<file path="src/rtl/ata_seq_pkg.sv">
package ata_seq_pkg;

    typedef enum logic [1:0] {
        ST_IDLE,
        ST_IDENT,
        ST_FLUSH,
        ST_DMA
    } seq_state_e;

    localparam logic [7:0] OP_RD_DMA = 8'hC8;
    localparam logic [7:0] OP_WR_DMA = 8'hCA;
    localparam logic [7:0] OP_FLUSH  = 8'hE7;
    localparam logic [7:0] OP_IDENT  = 8'hEC;

    localparam logic [2:0] OFS_DATA  = 3'd0;
    localparam logic [2:0] OFS_CMDST = 3'd7;
    localparam int         TF_FIRST  = 2;
    localparam int         TF_REGS   = 5;

    localparam int SB_BSY  = 7;
    localparam int SB_DRDY = 6;
    localparam int SB_DF   = 5;
    localparam int SB_DRQ  = 3;
    localparam int SB_ERR  = 0;

endpackage

</file>
<file path="src/rtl/ata_taskfile.sv">
module ata_taskfile
    import ata_seq_pkg::*;
(
    input  logic        clk,
    input  logic        rst_n,
    input  logic        wr,
    input  logic [2:0]  addr,
    input  logic [7:0]  wdata,
    input  logic        busy,
    output logic [7:0]  rd_byte,
    output logic [23:0] lba,
    output logic [7:0]  count
);

    typedef struct packed {
        logic [TF_REGS-1:0][7:0] r;
    } tf_s;

    tf_s tf_d, tf_q;

    always_comb begin
        tf_d = tf_q;
        if (wr && !busy) begin
            for (int i = 0; i < TF_REGS; i++) begin
                if (addr == 3'(i + TF_FIRST)) begin
                    tf_d.r[i] = wdata;
                end
            end
        end
    end

    always_ff @(posedge clk) begin
        if (!rst_n) begin
            tf_q <= '0;
        end else begin
            tf_q <= tf_d;
        end
    end

    always_comb begin
        rd_byte = 8'h00;
        for (int i = 0; i < TF_REGS; i++) begin
            if (addr == 3'(i + TF_FIRST)) begin
                rd_byte = tf_q.r[i];
            end
        end
    end

    assign count = tf_q.r[0];
    assign lba   = {tf_q.r[3], tf_q.r[2], tf_q.r[1]};

endmodule

</file>
<file path="src/rtl/ata_id_table.sv">
module ata_id_table #(
    parameter int ID_WORDS    = 256,
    parameter int SER_BYTES   = 20,
    parameter int REV_BYTES   = 8,
    parameter int SER_WORD    = 10,
    parameter int REV_WORD    = 23,
    parameter int WCACHE_WORD = 85,
    parameter int WCACHE_BIT  = 5,
    parameter logic [8*SER_BYTES-1:0] SERIAL   = "0123456789ABCDEFGHIJ",
    parameter logic [8*REV_BYTES-1:0] REVISION = "REV 1.00",
    localparam int IDX_W = $clog2(ID_WORDS)
) (
    input  logic [IDX_W-1:0] idx,
    output logic [15:0]      word
);

    localparam int SER_BITS  = 8 * SER_BYTES;
    localparam int REV_BITS  = 8 * REV_BYTES;
    localparam int SER_PAIRS = SER_BYTES / 2;
    localparam int REV_PAIRS = REV_BYTES / 2;

    always_comb begin
        word = 16'h0000;
        for (int k = 0; k < SER_PAIRS; k++) begin
            if (idx == IDX_W'(SER_WORD + k)) begin
                word = SERIAL[SER_BITS-1-16*k -: 16];
            end
        end
        for (int k = 0; k < REV_PAIRS; k++) begin
            if (idx == IDX_W'(REV_WORD + k)) begin
                word = REVISION[REV_BITS-1-16*k -: 16];
            end
        end
        if (idx == IDX_W'(WCACHE_WORD)) begin
            word[WCACHE_BIT] = 1'b1;
        end
    end

endmodule

</file>
<file path="src/rtl/ata_cmd_ctrl.sv">
module ata_cmd_ctrl
    import ata_seq_pkg::*;
#(
    parameter int ID_WORDS = 256,
    localparam int IDX_W = $clog2(ID_WORDS)
) (
    input  logic             clk,
    input  logic             rst_n,
    input  logic             cmd_wr,
    input  logic [7:0]       cmd_code,
    input  logic             status_rd,
    input  logic             data_rd,
    input  logic             flush_done,
    input  logic             dma_done,
    output logic             busy,
    output logic             drq,
    output logic             err,
    output logic             irq,
    output logic [IDX_W-1:0] idx,
    output logic             flush_req,
    output logic             dma_req,
    output logic             dma_write
);

    localparam logic [IDX_W-1:0] LAST_IDX = IDX_W'(ID_WORDS - 1);

    typedef struct packed {
        seq_state_e       st;
        logic [IDX_W-1:0] idx;
        logic             irq;
        logic             err;
        logic             dir;
    } ctl_s;

    ctl_s ctl_d, ctl_q;

    always_comb begin
        ctl_d = ctl_q;
        if (status_rd) begin
            ctl_d.irq = 1'b0;
        end
        unique case (ctl_q.st)
            ST_IDLE: begin
                if (cmd_wr) begin
                    ctl_d.err = 1'b0;
                    unique case (cmd_code)
                        OP_IDENT: begin
                            ctl_d.st  = ST_IDENT;
                            ctl_d.idx = '0;
                            ctl_d.irq = 1'b1;
                        end
                        OP_FLUSH: begin
                            ctl_d.st = ST_FLUSH;
                        end
                        OP_RD_DMA: begin
                            ctl_d.st  = ST_DMA;
                            ctl_d.dir = 1'b0;
                        end
                        OP_WR_DMA: begin
                            ctl_d.st  = ST_DMA;
                            ctl_d.dir = 1'b1;
                        end
                        default: begin
                            ctl_d.err = 1'b1;
                            ctl_d.irq = 1'b1;
                        end
                    endcase
                end
            end
            ST_IDENT: begin
                if (data_rd) begin
                    if (ctl_q.idx == LAST_IDX) begin
                        ctl_d.st  = ST_IDLE;
                        ctl_d.idx = '0;
                    end else begin
                        ctl_d.idx = ctl_q.idx + 1'b1;
                    end
                end
            end
            ST_FLUSH: begin
                if (flush_done) begin
                    ctl_d.st  = ST_IDLE;
                    ctl_d.irq = 1'b1;
                end
            end
            ST_DMA: begin
                if (dma_done) begin
                    ctl_d.st  = ST_IDLE;
                    ctl_d.irq = 1'b1;
                end
            end
            default: ctl_d.st = ST_IDLE;
        endcase
    end

    always_ff @(posedge clk) begin
        if (!rst_n) begin
            ctl_q <= '{st: ST_IDLE, idx: '0, irq: 1'b0, err: 1'b0, dir: 1'b0};
        end else begin
            ctl_q <= ctl_d;
        end
    end

    assign busy      = (ctl_q.st == ST_FLUSH) || (ctl_q.st == ST_DMA);
    assign drq       = (ctl_q.st == ST_IDENT);
    assign err       = ctl_q.err;
    assign irq       = ctl_q.irq;
    assign idx       = ctl_q.idx;
    assign flush_req = (ctl_q.st == ST_FLUSH);
    assign dma_req   = (ctl_q.st == ST_DMA);
    assign dma_write = ctl_q.dir;

endmodule

</file>
<file path="src/rtl/ata_cmd_seq.sv">
module ata_cmd_seq
    import ata_seq_pkg::*;
#(
    parameter int ID_WORDS    = 256,
    parameter int SER_BYTES   = 20,
    parameter int REV_BYTES   = 8,
    parameter int SER_WORD    = 10,
    parameter int REV_WORD    = 23,
    parameter int WCACHE_WORD = 85,
    parameter logic [8*SER_BYTES-1:0] SERIAL   = "0123456789ABCDEFGHIJ",
    parameter logic [8*REV_BYTES-1:0] REVISION = "REV 1.00"
) (
    input  logic        clk,
    input  logic        rst_n,
    input  logic [2:0]  hst_addr,
    input  logic        hst_wr,
    input  logic        hst_rd,
    input  logic [7:0]  hst_wdata,
    output logic [15:0] hst_rdata,
    output logic        irq,
    output logic        flush_req,
    input  logic        flush_done,
    output logic        dma_req,
    output logic        dma_write,
    output logic [23:0] dma_lba,
    output logic [7:0]  dma_count,
    input  logic        dma_done
);

    localparam int IDX_W = $clog2(ID_WORDS);

    logic             busy, drq, err;
    logic [IDX_W-1:0] id_idx;
    logic [15:0]      id_word;
    logic [7:0]       tf_byte;
    logic [7:0]       status;

    logic is_cmd, is_data;
    assign is_cmd  = (hst_addr == OFS_CMDST);
    assign is_data = (hst_addr == OFS_DATA);

    ata_taskfile u_tf (
        .clk     (clk),
        .rst_n   (rst_n),
        .wr      (hst_wr),
        .addr    (hst_addr),
        .wdata   (hst_wdata),
        .busy    (busy),
        .rd_byte (tf_byte),
        .lba     (dma_lba),
        .count   (dma_count)
    );

    ata_cmd_ctrl #(
        .ID_WORDS (ID_WORDS)
    ) u_ctl (
        .clk        (clk),
        .rst_n      (rst_n),
        .cmd_wr     (hst_wr && is_cmd),
        .cmd_code   (hst_wdata),
        .status_rd  (hst_rd && is_cmd),
        .data_rd    (hst_rd && is_data),
        .flush_done (flush_done),
        .dma_done   (dma_done),
        .busy       (busy),
        .drq        (drq),
        .err        (err),
        .irq        (irq),
        .idx        (id_idx),
        .flush_req  (flush_req),
        .dma_req    (dma_req),
        .dma_write  (dma_write)
    );

    ata_id_table #(
        .ID_WORDS    (ID_WORDS),
        .SER_BYTES   (SER_BYTES),
        .REV_BYTES   (REV_BYTES),
        .SER_WORD    (SER_WORD),
        .REV_WORD    (REV_WORD),
        .WCACHE_WORD (WCACHE_WORD),
        .WCACHE_BIT  (5),
        .SERIAL      (SERIAL),
        .REVISION    (REVISION)
    ) u_id (
        .idx  (id_idx),
        .word (id_word)
    );

    always_comb begin
        status         = 8'h00;
        status[SB_BSY] = busy;
        status[SB_DRDY]= 1'b1;
        status[SB_DF]  = 1'b0;
        status[SB_DRQ] = drq;
        status[SB_ERR] = err;
    end

    always_comb begin
        if (is_data) begin
            hst_rdata = drq ? id_word : 16'h0000;
        end else if (is_cmd) begin
            hst_rdata = {8'h00, status};
        end else begin
            hst_rdata = {8'h00, tf_byte};
        end
    end

endmodule


</file>
<file path="config.mk">
export PLATFORM = sky130hd
export DESIGN_NAME = ata_cmd_seq
export DESIGN_NICKNAME = d
export VERILOG_FILES = /design/src/rtl/ata_seq_pkg.sv /design/src/rtl/ata_taskfile.sv /design/src/rtl/ata_id_table.sv /design/src/rtl/ata_cmd_ctrl.sv /design/src/rtl/ata_cmd_seq.sv
export SDC_FILE = /design/constraint.sdc
export NUM_CORES = 1
export LEC_CHECK = 0
export BUFFER_PORTS_ARGS = -buffer_cell sky130_fd_sc_hd__buf_2
export CAP_MARGIN = 20
export CORE_MARGIN = 2
export CORE_UTILIZATION = 60
export DETAILED_ROUTE_END_ITERATION = 7
export PLACE_DENSITY = 0.9
export SLEW_MARGIN = 10
export SYNTH_ARGS = -nofsm -noshare
export SYNTH_HDL_FRONTEND = slang
export SYNTH_SLANG_ARGS = --single-unit
export TNS_END_PERCENT = 5
</file>
<file path="constraint.sdc">
create_clock -name clk -period 8.1 [get_ports clk]
set_input_delay 2.43 -clock clk [delete_from_list [all_inputs] [get_ports clk]]
set_output_delay 2.43 -clock clk [all_outputs]
set_load 0.1 [all_outputs]
</file>
Word-level counts from Yosys, hierarchy flattened:

Index checks and enable logic that the tools add are counted.

* logic and storage cells: 109
* bits in registers: 53
* bits of input ports: 17
* output and inout port bits: 52

* multiplexer cells: 40
* reduce and logical (&&, ||, !) cells: 22
* add/sub/neg operators: 1
* equal/unequal tests: 36

Operators by type and width (count)
* 15-bit two-way mux: 9
* 14-bit two-way mux: 5
* 8-bit by 5-bit == test with 1-bit output, second input constant: 8
* 8-bit two-way mux: 8
* 8-bit by 4-bit == test with 1-bit output, second input constant: 6
* 8-bit == test, second input constant: 5
* 16-bit two-way mux: 2
* 8-bit one-hot mux with 2 select lines: 1
* 13-bit two-way mux: 1
* 3-bit == test, second input constant: 4
* 2-bit AND reduction: 6
* 10-bit two-way mux: 1
* 2-bit by 1-bit inequality test with 1-bit output, second input constant: 5
* 8-bit by 1-bit adder with 8-bit output, second input constant: 1
* 8-bit by 7-bit == test with 1-bit output, second input constant: 1
* 2-bit one-hot mux with 4 select lines: 1
* 3-bit by 2-bit == test with 1-bit output, second input constant: 2
* 1-bit two-way mux: 6
* 2-bit two-way mux: 3
* 2-bit one-hot mux with 3 select lines: 1
* 6-bit AND reduction: 1
* 2-bit == test, second input constant: 2
* 1-bit logical AND: 4
* 4-bit inequality test, second input constant: 1
* 14 further kinds: 15

Depth between registers and ports, before layout:

Gate-level depths: netlist of the first run.

* depth in word-level cells: 18
* depth in mapped cells: 8
* depth with buffers taken out: 7

Modules after synthesis:

From an unflattened synthesis of the first run, not the netlist that was laid out.

* cell total of the unflattened synthesis: 487
* area, all modules: 3868.7 µm²

Modules (own cells, without submodules)
* ata_taskfile: seq. area each 800.8 µm², instances 1, area each 2307.2 µm², cells an instance 277
* ata_cmd_ctrl: seq. area each 260.2 µm², instances 1, area each 862.1 µm², cells an instance 102
* ata_id_table: seq. area each 0.0 µm², instances 1, area each 457.9 µm², cells an instance 78
* ata_cmd_seq: seq. area each 0.0 µm², instances 1, area each 241.5 µm², cells an instance 30

Worst setup path after synthesis of the first run:

OpenSTA, ideal clock, no wires.

* path kind: input -> output
* start point: input port hst_addr[1]
* end point: output port hst_rdata[1]
* buffers on the path: 1
* setup slack: 0.001 ns
* data required time: 5.670 ns
* cell stages on the path: 5
* arrival time: 5.669 ns
* cells stage by stage: buf_2 -> or4_1 -> nor2_1 -> nand2_1 -> o31ai_1

* word-level cells in the longest chain between the ends: 8
* elaborated cells on any way between the ends: 14
* classes of those cells: eq/ne (6); mux (7); reduce/logical (1)

Ends and longest elaborated chain
* start: declaration: line ata_cmd_seq.sv:15 `input logic [2:0] hst_addr,`
* 3-bit by 2-bit == test with 1-bit output: line ata_taskfile.sv:43 `if (addr == 3'(i + TF_FIRST)) begin`
* 8-bit two-way mux (5 in series): line ata_taskfile.sv:43
* 8-bit two-way mux: line ata_cmd_seq.sv:102 `end else if (is_cmd) begin`
* 16-bit two-way mux *: line ata_cmd_seq.sv:100 `if (is_data) begin`
* end: declaration: line ata_cmd_seq.sv:19 `output logic [15:0] hst_rdata,`

Every way passes the cells marked *; elsewhere a longest branch is shown, timed or not.

Worst setup path in the final report of the first run:

* start point: input port hst_addr[0]
* end point: output port hst_rdata[1]

Same word-level chain as after synthesis.

==> flow_results.org, run 1 <==
** Clock tree
- After clock tree synthesis, the repair step resized 0 gates.
- Largest buffer count on any clock path :: 2
- Clock tree from TritonCTS :: built
- TritonCTS sink count :: 53
- The later pin in the worst-skew pair is clocked with a latency of 0.32 ns.
- After clock tree synthesis, the clock-pin slew on the worst setup and hold paths is 0.10 ns.
- Number of buffers inserted by hold repair at cts :: 0
- Depth of the CTS H-tree :: 2
- The root buffer cell chosen for the clock tree is sky130_fd_sc_hd__clkbuf_8.
- Inserted Clock Buffers :: 5
- Buffers added to address setup during post-CTS repair amount to 0.

** Timing
- Time the worst path needs with I/O delays and setup :: 6.897 ns
- Number of hold violations in the final report :: 0
- Post-route fraction of the period consumed by the critical path :: 0.8515
- At the pin with the least slew margin, the transition time is 0.7398 ns.
- Number of pins exceeding their max-slew limit in the final report :: 0
- The clock arrives with 0.005610 ns of skew.
- In this run the tightest slew margin relative to its limit is 0.5068.
- Setup violations remaining at the end of the flow were counted as 0.
- In the final timing run, aggregate negative setup slack is 0 ns.
- Setup ws final :: 1.203 ns
- Setup repair after global routing missed its margin :: false
- Timing would allow up to 145.0 MHz.

** Route
- The first routing iteration left 307 violations.
- Count of nets left with antenna violations after detail routing :: 0
- Remaining routing DRC violations :: 0
- After detailed routing, the number of vias per cell comes to 6.255.
- Total wire length :: 8916 um
- Before antenna repair, the detailed router went through 6 iterations.
- Routed length per instance :: 17.11 um
- The final route contains 3259 vias.

** Global route
- Overall overflow remaining after global route :: 0
- Number of global-route vias before repair :: 2983
- Total global-route track usage :: 0.2773
- Number of antenna violations at the first check in global routing :: 0
- Wire length of the first global-routing pass :: 14200 um
- Entering global routing, the biggest net connects 51 pins.

** Setup path
- CP max FO :: 26
- The worst setup path is launched from a primary input.
- Top cell family by delay on the critical path :: simple AND/OR/NAND/NOR gates
- The critical path is of the primary input to primary output type.
- For this run, the slowest stage of the critical path takes 0.57 ns.
- Critical Path RT :: 5.67 ns
- Counting buffers and inverters, the worst setup path is 6 cells deep.
- At the worst endpoint, the arrival time is 4.47 ns.
- Setup slack, reg-to-reg :: 5.81 ns
- STA classifies the critical path endpoint as a primary output.
- Most common cell on crit path :: sky130_fd_sc_hd__buf_2
- Measured in cells, the most critical reg-to-reg path has a length of 6.
- Slowest stage cell on the critical path :: sky130_fd_sc_hd__or4_1
- Counting both buffers and inverters, the worst setup path holds a total of 2.
- Cell chain of the critical path :: buf_2 -> or4_1 -> nor2_1 -> nand2_1 -> o31ai_1 -> buf_2

** Yosys
- Counting flops with a built-in enable in the synthesized netlist gives 0.
- Post-synthesis async set-or-reset flop share :: 0
- Cell variety after synth :: 60
- Top FF cell, synth :: sky130_fd_sc_hd__dfxtp_1
- Number of warnings printed during yosys synthesis :: 0
- Synthesized flop and latch total :: 53
- Synthesized net count :: 455
- Synthesis handed over a netlist of 434 instances.
- Summing every instance area after synthesis gives 0.003546 sq mm.
- Of the synthesized area, sequential elements account for 0.2992.
- Synth Area per Inst :: 8.170 sq um

** Placed design
- During placement, the flow inserted port buffers numbering 67.
- Worst slack after detailed placement :: 1.282 ns
- Routability-driven placement finished with a final weighted congestion of 0.9998.
- HPWL after DPL :: 6298 um

** Finish
- Share of cells above drive strength 1 :: 0.2183
- Compared with the post-synthesis result, the final layout area differs by 4.164%.
- The repair_antennas step left the layout with diodes totalling 0.
- Nets@finish :: 469

** Power
- In this run the static leakage power is 0.001414 uW.
- Internal portion of total power :: 351.0 uW
- Clock power share :: 0.315
- Switching power :: 172.4 uW
- Sequential cell fraction of total power :: 0.513
- Dividing total power by cell area gives a power density of 141.7 mW/mm^2.
- The share of total power dissipated in combinational logic is 0.172.
- The worst-case IR drop observed on VDD is 0.00009052 V.
- Of the total power, the share spent switching nets is 0.3293.

** Floorplanning
- Die Width :: 80.88 um
- 69 I/O pins were placed.
- For this configuration, the core starts out at a cell density of 0.6323.
- FP Rows :: 27
- After floorplanning, the core was sized to cover 0.005608 sq mm.
- Full die area :: 0.006541 sq mm
- Die height :: 80.88 um

** Min path
- Counting instances, the worst hold path has a depth of 2.
- In this run the worst hold path is classified as flip-flop to flip-flop.

** Run
- Across the run, the number of max-cap violations was 0.

** Run status
- The flow ran to the end, and the final reports show no timing, DRC or antenna violations.
[cells by family (layout without fill, tap and decap cells)]
| group | after synthesis | count (layout) | synth area share |
|---|---|---|---|
| buf+inv | 67 | 82 | 0.1133 |
| simple gates | 182 | 182 | 0.2851 |
| other cells | 1 | 1 | 0.001058 |
| xor+xnor | 3 | 3 | 0.007411 |
| flops | 53 | 53 | 0.2992 |
| compound gates | 83 | 83 | 0.1546 |
| mux | 41 | 41 | 0.1253 |
| fa+ha+maj | 4 | 4 | 0.01411 |
[final timing paths]
path,startpoint,end
worst min register to register,u_ctl.dma_write$_SDFFE_PN0P_,u_ctl.dma_write$_SDFFE_PN0P_
worst max-delay path,hst_addr[0],hst_rdata[1]
worst max register to register,u_ctl.idx[1]$_SDFFE_PN0P_,u_ctl.idx[7]$_SDFFE_PN0P_
worst min-delay path,u_ctl.dma_write$_SDFFE_PN0P_,u_ctl.dma_write$_SDFFE_PN0P_
[synth_stat cells (2+ instances only)]
library cell | count | area, sq um
sky130_fd_sc_hd__nand3_1 | 25 | 125.1
sky130_fd_sc_hd__o22ai_1 | 4 | 25.02
sky130_fd_sc_hd__nor3_1 | 6 | 30.03
sky130_fd_sc_hd__nand3b_1 | 5 | 37.54
sky130_fd_sc_hd__o21ai_0 | 18 | 90.09
sky130_fd_sc_hd__xnor2_1 | 2 | 17.52
sky130_fd_sc_hd__buf_2 | 6 | 30.03
sky130_fd_sc_hd__nor2b_1 | 34 | 212.7
sky130_fd_sc_hd__nand2b_1 | 5 | 31.28
sky130_fd_sc_hd__a221o_1 | 2 | 20.02
sky130_fd_sc_hd__a22oi_1 | 3 | 22.52
sky130_fd_sc_hd__nand2_1 | 50 | 187.7
sky130_fd_sc_hd__mux4_2 | 2 | 45.04
sky130_fd_sc_hd__o31ai_1 | 3 | 22.52
sky130_fd_sc_hd__nor4_2 | 3 | 37.54
sky130_fd_sc_hd__mux2_2 | 6 | 67.56
sky130_fd_sc_hd__nor4_1 | 2 | 12.51
sky130_fd_sc_hd__a21boi_0 | 19 | 142.6
sky130_fd_sc_hd__inv_1 | 7 | 26.28
sky130_fd_sc_hd__a31oi_1 | 5 | 31.28
sky130_fd_sc_hd__or3_1 | 3 | 18.77
sky130_fd_sc_hd__buf_6 | 2 | 22.52
sky130_fd_sc_hd__nor2_1 | 23 | 86.33
sky130_fd_sc_hd__nor2_2 | 5 | 31.28
sky130_fd_sc_hd__mux2i_1 | 32 | 320.3
sky130_fd_sc_hd__nor3b_1 | 3 | 22.52
sky130_fd_sc_hd__a21oi_1 | 17 | 85.08
sky130_fd_sc_hd__nand4_1 | 3 | 18.77
sky130_fd_sc_hd__buf_4 | 34 | 255.2
sky130_fd_sc_hd__ha_1 | 4 | 50.05
sky130_fd_sc_hd__dfxtp_1 | 53 | 1061
sky130_fd_sc_hd__and2_1 | 4 | 25.02
sky130_fd_sc_hd__clkbuf_1 | 17 | 63.81
[state kept, by name, indices dropped and copies added (netlist names)]
name / flops
u_tf.tf_q: 8
u_ctl.irq: 1
u_ctl.err: 1
u_ctl.dma_write: 1
u_tf.lba: 24
u_tf.count: 8
u_ctl.idx: 8
u_ctl.ctl_q: 2
[tightest hold or removal path: cells and delay by family, from the launching register on]
kind	cells	cell delay (ns)
DFF	1	0.33
AOI/OAI and AO/OA	1	0.07
and+or+nand+nor	1	0.05
[final cells by class]
type,instances,area [sq um]
fillers,483,1914
clock inverters,3,28.78
well taps,72,90.09
clock buffers,5,68.82
flip-flops and latches,53,1061
inverters,7,26.28
repair buffers,67,335.3
multi-input cells,314,2083
[metrics by stage]
stage / instances / util / cell area (sq um) / total power [uW] / hold slack [ns]
final: 521 / 0.6586 / 3694 / 523.3 / 0.4922
after global routing: 521 / 0.6586 / 3694 / 539.7 / 0.5212
after CTS: 521 / 0.6586 / 3694 / 524.7 / 0.4952
after detailed placement: 513 / 0.6412 / 3596 / 363.1 / 0.4696
after global placement: 513 / 0.6412 / 3596 / 361.8 / 0.4620
after floorplan: 434 / - / 3546 / 350.5 / 0.4540
[layout by cell type (no fill, tap or decap), types with 2 or more instances in the layout]
cell	n
sky130_fd_sc_hd__nand4_1	3
sky130_fd_sc_hd__nor4_2	3
sky130_fd_sc_hd__nand2b_1	5
sky130_fd_sc_hd__a21oi_1	17
sky130_fd_sc_hd__or3_1	3
sky130_fd_sc_hd__o31ai_1	3
sky130_fd_sc_hd__nand3b_1	5
sky130_fd_sc_hd__nor4_1	2
sky130_fd_sc_hd__mux4_2	2
sky130_fd_sc_hd__mux2_2	6
sky130_fd_sc_hd__o22ai_1	4
sky130_fd_sc_hd__buf_2	67
sky130_fd_sc_hd__nor2_2	5
sky130_fd_sc_hd__nand2_1	50
sky130_fd_sc_hd__a221o_1	2
sky130_fd_sc_hd__and2_1	4
sky130_fd_sc_hd__ha_1	4
sky130_fd_sc_hd__nor2_1	23
sky130_fd_sc_hd__xnor2_1	2
sky130_fd_sc_hd__clkbuf_8	5
sky130_fd_sc_hd__inv_1	7
sky130_fd_sc_hd__a21boi_0	19
sky130_fd_sc_hd__a31oi_1	5
sky130_fd_sc_hd__o21ai_0	18
sky130_fd_sc_hd__nand3_1	25
sky130_fd_sc_hd__nor3b_1	3
sky130_fd_sc_hd__a22oi_1	3
sky130_fd_sc_hd__dfxtp_1	53
sky130_fd_sc_hd__nor2b_1	34
sky130_fd_sc_hd__mux2i_1	32
sky130_fd_sc_hd__nor3_1	6
[power groups by stage]
| stage | sequential [uW] | clock (uW) | combinational, uW |
|---|---|---|---|
| after floorplan | 275 | 0 | 75.9 |
| after global placement | 274 | 0 | 87.7 |
| after detailed placement | 274 | 0 | 88.8 |
| after CTS | 268 | 167 | 89.4 |
| after global routing | 269 | 176 | 94.5 |
| final | 268 | 165 | 90.3 |
[metal layers]
metal,vias to the layer above,wire [um],GRT usage
met1,1513,3697,0.3576
met5,-,0,0
li1,1516,-,-
met4,0,224,0.1237
met2,203,4091,0.4380
met3,27,902,0.06889
Note: power is estimated with default switching activity, not from simulation.
==> inputs of run 2 (changes only) <==
- CAP_MARGIN: 20 -> default
- HOLD_SLACK_MARGIN: default -> 0.12
- MAX_ROUTING_LAYER: default -> met4
==> flow_results.org, run 2 (synthesis results as in run 1) <==
** Setup path
- The startpoint of the worst setup timing path is hst_addr[2] (was hst_addr[0]).
- The capture point of the worst path was hst_rdata[6] (was hst_rdata[1]).
- Critical Path RT :: 5.67 ns (about the same)
- Reg2reg start :: u_ctl.idx[1]$_SDFFE_PN0P_ (unchanged)
- Type of the worst setup path :: primary input to primary output (unchanged)
- Critical R2R Capture :: u_ctl.idx[7]$_SDFFE_PN0P_ (unchanged)
- The depth of the worst register-to-register path is 6 (unchanged).
- Startpoint type of the worst setup path :: primary input (unchanged)
- Setup slack, reg-to-reg :: 5.84 ns (was 5.81 ns)
- The arrival time reported for the critical path endpoint is 4.46 ns (was 4.47 ns).
- The endpoint class of the critical path was a primary output (unchanged).
- CP max FO :: 22 (was 26)

** Route
- Vias after detailed routing :: 3261 (was 3259)
- Via density per instance :: 6.259 (was 6.255)
- Remaining routing DRC violations :: 0 (unchanged)
- The total detailed-routing wirelength is 8713 um (was 8916 um).
- Routed length per instance :: 16.72 um (was 17.11 um)
- The number of optimization iterations in the first detailed-route pass came to 5 (was 6).
- Number of design-rule violations left by the first detailed-router iteration :: 334 (was 307)
- Count of nets left with antenna violations after detail routing :: 0 (unchanged)

** Global route
- Number of global-route vias before repair :: 2901 (was 2983)
- The largest net degree at the start of global routing is 51 (unchanged).
- The wire length of the first global-routing pass was 13960 um (was 14200 um).
- Total global-route track usage :: 0.2805 (was 0.2773)
- The overall overflow remaining after global route is 0 (unchanged).
- Number of antenna violations at the first check in global routing :: 0 (unchanged)

** Finish
- N_diodes :: 0 (unchanged)
- The layout cell share with drive strength beyond 1 was 0.2183 (unchanged).
- Area growth from synthesis to layout :: 4.164% (unchanged)
- The net count reported at finish was 469 (unchanged).
- The final cell area excluding filler cells is 0.003694 sq mm (unchanged).
- The leading cell type in the layout, fill and taps excluded is sky130_fd_sc_hd__buf_2 (unchanged).
- Final core occ :: 0.6586 (unchanged)
- Commonest cells after routing, fill and taps aside: sky130_fd_sc_hd__buf_2 (67), sky130_fd_sc_hd__dfxtp_1 (53), sky130_fd_sc_hd__nand2_1 (50) (unchanged).
- Final Instance Count excl. Fillers :: 521 (unchanged)
- The flip-flop count of the largest register after layout is 24 (unchanged).

** Timing
- Timing-limited maximum frequency :: 145.1 MHz (was 145.0 MHz)
- The setup total negative slack came to 0 ns (unchanged).
- Number of hold violations in the final report :: 0 (unchanged)
- The max-slew violation count was 0 (unchanged).
- Setup repair after global routing missed its margin :: false (unchanged)
- The final setup violation count was 0 (unchanged).
- Worst clock skew on the final layout :: 0.006518 ns (was 0.005610 ns)
- The slew at the pin with the worst max-slew slack came to 0.7176 ns (was 0.7398 ns).
- Post-route fraction of the period consumed by the critical path :: 0.8508 (was 0.8515)
- Relative slew slack :: 0.5216 (was 0.5068)
- Time the worst path needs with I/O delays and setup :: 6.892 ns (was 6.897 ns)

** Clock tree
- TritonCTS sink count :: 53 (unchanged)
- Clk Latency, worst-skew pair :: 0.31 ns (was 0.32 ns)
- The library cell used as clock root buffer is sky130_fd_sc_hd__clkbuf_8 (unchanged).
- The post-CTS setup buffer count was 0 (unchanged).
- Largest buffer count on any clock path :: 2 (unchanged)
- Resized Gates After CTS :: 0 (unchanged)
- Inserted Clock Buffers :: 5 (unchanged)
- Number of buffers inserted by hold repair at cts :: 0 (unchanged)
- The clock slew at the register clock pins of the worst setup and hold paths is 0.10 ns (about the same).
- The number of H-tree levels came to 2 (unchanged).
- Clock tree from TritonCTS :: built (unchanged)

** Placed design
- The number of buffers inserted by port buffering came to 67 (unchanged).
- Placed Cells :: 513 (unchanged)
- The post-place instance area is 0.003596 sq mm (unchanged).
- The global placer's final weighted congestion came to 1.020 (was 0.9998).
- The detailed placer's ending HPWL is 6231 um (was 6298 um).

** Power
- Power density over the cells :: 140.9 mW/mm^2 (was 141.7 mW/mm^2)
- The highest ir drop seen on vdd is 0.0001151 V (was 0.00009052 V).
- The leakage power total came to 0.001414 uW (unchanged).

** Floorplanning
- The floorplan die area was 0.006541 sq mm (unchanged).
- The core outline area is 0.005608 sq mm (unchanged).
- Top-level port count :: 69 (unchanged)
- Die height :: 80.88 um (unchanged)
- Die Width :: 80.88 um (unchanged)
- The number of core rows is 27 (unchanged).
- Effective utilization at floorplan :: 0.6323 (unchanged)

** Run status
- Result of the run: complete, no violations (unchanged).

** Run
- The reported max-cap violation count came to 0 (unchanged).

** Min path
- The path category of the worst min-delay check is flip-flop to flip-flop (unchanged).
## run 2: cell counts in the layout (fill, tap and decap cells not counted)
No cell type changed its count.
## run 2: worst min path at each step
stage	start	end	slack [ns]	cells past startpoint
floorplan	u_tf.lba[15]$_SDFFE_PN0P_	u_tf.lba[15]$_SDFFE_PN0P_	0.45	2
global placement	u_ctl.dma_write$_SDFFE_PN0P_	u_ctl.dma_write$_SDFFE_PN0P_	0.46	2
detailed placement	u_ctl.dma_write$_SDFFE_PN0P_	u_ctl.dma_write$_SDFFE_PN0P_	0.47	2
CTS	u_ctl.dma_write$_SDFFE_PN0P_	u_ctl.dma_write$_SDFFE_PN0P_	0.48	2
global route	u_ctl.dma_write$_SDFFE_PN0P_	u_ctl.dma_write$_SDFFE_PN0P_	0.51	2
finish	u_ctl.dma_write$_SDFFE_PN0P_	u_ctl.dma_write$_SDFFE_PN0P_	0.48	2
## run 2: area by class of cell
class	instances	area (sq um)
fill	466	1914
multi-input combinational	314	2083
sequential	53	1061
tap	72	90.09
timing repair buffer	67	335.3
clock buffer	5	68.82
inverter	7	26.28
clock inverter	3	28.78
## run 2: layer usage
layer,routed length [um],track usage
met1,3719,0.3767
met3,768,0.04000
met4,208,0.09322
met5,0,-
met2,4016,0.4347
## run 2: stage by stage
step	worst slack, ns	total power, uW	hold WS, ns
after floorplan	0.0009339	350.5	0.4540
after global placement	1.331	361.7	0.4622
after detailed placement	1.253	363.1	0.4657
after CTS	1.244	519.9	0.4804
after global routing	1.060	540.7	0.5061
final	1.208	520.3	0.4773
## run 2: worst max-delay path: stages
cell and delay, ns:
sky130_fd_sc_hd__buf_2 0.37, sky130_fd_sc_hd__nor2b_1 0.62, sky130_fd_sc_hd__a221oi_1 0.19, sky130_fd_sc_hd__a31oi_1 0.19
sky130_fd_sc_hd__a31oi_1 0.07, sky130_fd_sc_hd__o21ai_0 0.12, sky130_fd_sc_hd__buf_2 0.47
## run 2: power breakdown
group / total, uW / internal, uW / switching (uW)
registers: 268 / 265 / 3.27
clock network: 162 / 64.9 / 96.9
logic: 90.2 / 20.9 / 69.3
total: 520 / 351 / 169
